--- src/rtl/csa_multiop_acc.sv ---
module csa_multiop_acc #(
  parameter int L = 8,
  parameter int M = 6,
  localparam int N = L + $clog2(M),
  localparam int IW = (M > 1) ? $clog2(M) : 1
) (
  input  logic           clk,
  input  logic           rst_n,
  input  logic           start,
  input  logic [M*L-1:0] opnds,
  output logic           done,
  output logic [N-1:0]   result
);

  logic          busy, fin;
  logic [IW-1:0] idx;
  logic [N-1:0]  ps, cy;
  logic [L-1:0]  sel;
  logic [N-1:0]  ext, ps_nx, maj, cy_nx;
  logic          last, take;

  assign sel   = opnds[idx*L +: L];
  assign ext   = N'(sel);
  assign ps_nx = ext ^ ps ^ cy;
  assign maj   = (ext & ps) | (ext & cy) | (ps & cy);
  assign cy_nx = {maj[N-2:0], 1'b0};
  assign last  = (idx == IW'(M-1));
  assign take  = start && !busy && !fin;

  always_ff @(posedge clk or negedge rst_n) begin
    if (!rst_n) begin
      busy   <= 1'b0;
      fin    <= 1'b0;
      idx    <= '0;
      ps     <= '0;
      cy     <= '0;
      done   <= 1'b0;
      result <= '0;
    end else begin
      done <= 1'b0;
      if (take) begin
        busy <= 1'b1;
        idx  <= '0;
        ps   <= '0;
        cy   <= '0;
      end else if (busy) begin
        ps  <= ps_nx;
        cy  <= cy_nx;
        idx <= idx + IW'(1);
        if (last) begin
          busy <= 1'b0;
          fin  <= 1'b1;
        end
      end else if (fin) begin
        fin    <= 1'b0;
        result <= ps + cy;
        done   <= 1'b1;
      end
    end
  end

  AST_START_CLEARS: assert property (@(posedge clk) disable iff (!rst_n)
    take |=> (ps == '0 && cy == '0 && idx == '0 && busy));

  AST_INDEX_STEPS: assert property (@(posedge clk) disable iff (!rst_n)
    (busy && !last) |=> (busy && idx == $past(idx) + IW'(1)));

  AST_CARRY_LSB_ZERO: assert property (@(posedge clk) disable iff (!rst_n)
    busy |=> !cy[0]);

  AST_TOTAL_KEPT: assert property (@(posedge clk) disable iff (!rst_n)
    busy |=> (N'(ps + cy) == N'($past(ps) + $past(cy) + $past(ext))));

  AST_DONE_AFTER_LAST: assert property (@(posedge clk) disable iff (!rst_n)
    (busy && last) |=> ##1 done);

  AST_DONE_PULSE: assert property (@(posedge clk) disable iff (!rst_n)
    done |=> !done);

  AST_START_IGNORED: assert property (@(posedge clk) disable iff (!rst_n)
    (busy && start && idx != '0) |=> (idx != '0 || fin));

  AST_RESULT_HELD: assert property (@(posedge clk) disable iff (!rst_n)
    !done |-> $stable(result));

endmodule

--- config.mk ---
export PLATFORM = sky130hd
export DESIGN_NAME = csa_multiop_acc
export DESIGN_NICKNAME = d
export VERILOG_FILES = /design/src/rtl/csa_multiop_acc.sv
export SDC_FILE = /design/constraint.sdc
export NUM_CORES = 1
export LEC_CHECK = 0
export BUFFER_PORTS_ARGS = -buffer_cell sky130_fd_sc_hd__buf_4
export CAP_MARGIN = 20
export CELL_PAD_IN_SITES_DETAIL_PLACEMENT = 1
export CELL_PAD_IN_SITES_GLOBAL_PLACEMENT = 2
export CORE_MARGIN = 4
export CORE_UTILIZATION = 33
export DETAILED_ROUTE_END_ITERATION = 10
export PLACE_DENSITY = 0.91
export SETUP_SLACK_MARGIN = 0.05
export SYNTH_ARGS = -nofsm -noshare
export SYNTH_HDL_FRONTEND = slang
export SYNTH_SLANG_ARGS = --single-unit
--- constraint.sdc ---
create_clock -name clk -period 2.8 [get_ports clk]
set_clock_uncertainty 0.05 [all_clocks]
set_input_delay 0.28 -clock clk [delete_from_list [all_inputs] [get_ports clk]]
set_output_delay 0.28 -clock clk [all_outputs]
set_load 0.005 [all_outputs]
==> impl_metrics.yaml <==
outcome:
  status: "complete, no violations"
cells_and_area:
  multiInputGateArea_mm2: 0.00123
  final_cell_mix: "buf_4, dfrtp_1, nand2_1, a22o_1, inv_1"
  fill_cells: 763
  drive_gt1_share_pct: 30.5
  final_common_cell: "buf_4"
  seqCellArea_um2: 951
  fin_util_pct: 43.8
  diodes: 0
  final_nets: 343
  syn_to_final_growth_pct: 29.1
  final_area_mm2: 0.00296
cts:
  worstSkewPairLatency_ns: 0.29
  h-tree-depth: 2
  clk_pin_slew_ns: 0.08
  clk_path_buf_depth: 2
  cts_resized: 0
  clock-sinks: 38
  cts_tree: "done"
  root_buffer: "clkbuf_8"
  cts_buffers: 5
worst_setup_path:
  r2r-end: "ps[1]"
  crit_path_end_kind: "flip-flop"
  worstReg2RegStart: "idx[0]"
  cp.depth: 6
  cp.buffers_inverters: 2
  reg2regPathDepth: 6
  cp.required_ns: 2.92
  crit_path_top_delay_cell: "mux4_2"
  path_delay_family: "multiplexers"
  worstSetupPathType: "flip-flop to flip-flop"
  crit_start: "idx[0]"
  worstSetupStartpointType: "flip-flop"
  path_cells: "buf_4 > mux4_2 > inv_1 > o22ai_1 > fa_1 > a22o_1"
  crit_path_end: "ps[1]"
  max_stage_delay_ns: 0.54
  path_max_fanout: 20
  r2r_slack_ns: 0.58
  cp.arrival_ns: 2.35
run:
  max-cap-violations: 0
synth:
  async_reset_ff_share_pct: 100
  synth.yosys.seq_area_share_pct: 41.5
  synth_top_flop_cell: "dfrtp_1"
  synth_seq_cells: 38
  synth_edf_count: 0
  yosys_warnings: 0
  syn-num-nets: 279
  synth_top_cell_area_share_pct: 41.5
  yosys.area.top_type: "dfrtp_1"
  syn-cell-area_mm2: 0.00229
  synthCells: 208
  yosys-top-cells-area: "dfrtp_1, a22o_1, mux4_2"
  synth_cell_types: 32
  synth_area_per_cell_um2: 11.0
sta:
  rsz0062_at_grt: "false"
  worst_slew_pin_slew_ns: 0.482
  max_freq_mhz: 450
  maxSlewViolCount: 0
  finalCritPeriodShare_pct: 79.4
  fin_setup_tns_ns: 0
  hold_viol_final: 0
  timing.hold.ws_ns: 0.428
  period_needed_ns: 2.22
  slew_headroom_pct: 67.9
  setup_viol: 0
route:
  drtIter0Drc: 62
  num_vias: 1851
  wl_mm: 5.42
  postRouteAntennaNets: 0
  viasPerCell: 5.26
  firstDrtPassIters: 4
  drc: 0
  wire_per_inst_um: 15.4
floorplan:
  rows: 30
  die_area_mm2: 0.00835
  die_w_um: 91.4
  fp.coreArea_mm2: 0.00676
  ios: 63
  fp.dieH_um: 91.4
  start_util_pct: 33.9
global_route:
  grt_max_degree: 39
  antenna_found_initial: 0
  grt_pass1_vias: 1943
  overflow: 0
  track_usage_pct: 13.9
  grt_pass1_wl_mm: 9.36
placement:
  io_buffers: 62
  dpl_cell_area_mm2: 0.00284
  gp_congestion: 0.748
  hpwl_mm: 4.25
worst_hold_path:
  min_path_type: "input pin to asynchronous set/reset pin"
power_and_ir_drop:
  p_per_area_mw_per_mm2: 1150
  vdd_drop_max_v: 0.000363
  p_leak_nw: 1.43
power by group:
group | internal [mW] | switching (mW)
Clock | 0.285 | 0.189
Combinational | 0.967 | 0.898
Sequential | 0.809 | 0.248
synth_stat cells, drive strengths merged (2+ instances only):
library cell,instances
o21ai,10
a21oi,9
clkbuf,4
a22o,21
nand2b,2
nand3,4
o31ai,2
buf,6
xnor2,2
nand2,21
or4,2
o211ai,3
inv,17
fa,8
ha,12
xor2,3
o21a,2
mux2i,8
o22ai,8
dfrtp,38
nor3,3
nor2,7
mux4,8
nand4,2
registers in the layout, summed over array words and instances, names as in the netlist:
| register | count |
|---|---|
| cy | 10 |
| fin | 1 |
| busy | 1 |
| result | 11 |
| idx | 3 |
| ps | 11 |
| done | 1 |
routing by layer:
metal / global-route usage, % / vias to the layer above / share of wire (%)
met1: 18.7 / 893 / 46
met4: 3.77 / 0 / 1.0
li1: - / 890 / -
met2: 21.8 / 63 / 46
met5: 0 / - / 0
met3: 4.31 / 5 / 6.9
worst register-to-register path: cells and delay by family, from the launching register on:
kind / cells / cell delay, ns
mux: 1 / 0.55
flops: 1 / 0.33
fa+ha+maj: 1 / 0.45
compound gates: 2 / 0.37
buf+inv: 2 / 0.37
area by class of cell:
| class | count | area share, % |
|---|---|---|
| repair buffers | 67 | 17.1 |
| flip-flops and latches | 38 | 32.1 |
| well taps | 80 | 3.38 |
| inverters | 17 | 2.16 |
| multi-input cells | 143 | 41.5 |
| clock inverters | 1 | 1.01 |
| clock buffers | 6 | 2.79 |
kinds of logic after synthesis:
| logic type | synth area share, % |
|---|---|
| xor gates and xnor gates | 1.91 |
| buffers and inverters | 5.02 |
| and+or+nand+nor | 7.86 |
| adders and majority gates | 13.5 |
| AOI/OAI and AO/OA | 18.9 |
| muxes | 11.3 |
| DFF | 41.5 |
worst min path at each step:
stage                         start         to  slack (ns)  cells after the start
final                         rst_n     cy[10]        0.43                      2
after global routing      result[2]  result[2]        0.46                      2
after CTS                 result[1]  result[1]        0.44                      2
after detailed placement      rst_n     cy[10]        0.23                      1
after global placement        rst_n       done        0.22                      1
after floorplan               rst_n       busy       -0.07                      0
through the flow:
stage                     cells  total power [mW]  setup WS (ns)
final                       352              3.40          0.576
after floorplan             208              2.41          0.727
after global routing        352              3.76          0.435
after detailed placement    344              2.95          0.586
after global placement      344              2.85          0.619
after CTS                   352              3.45          0.559
timing repair:
item	4_1_cts	5_1_grt
hold buffers	1	0
buffers inserted	0	0
hold endpoints to repair	38	0
Note: power is estimated with default switching activity, not from simulation.
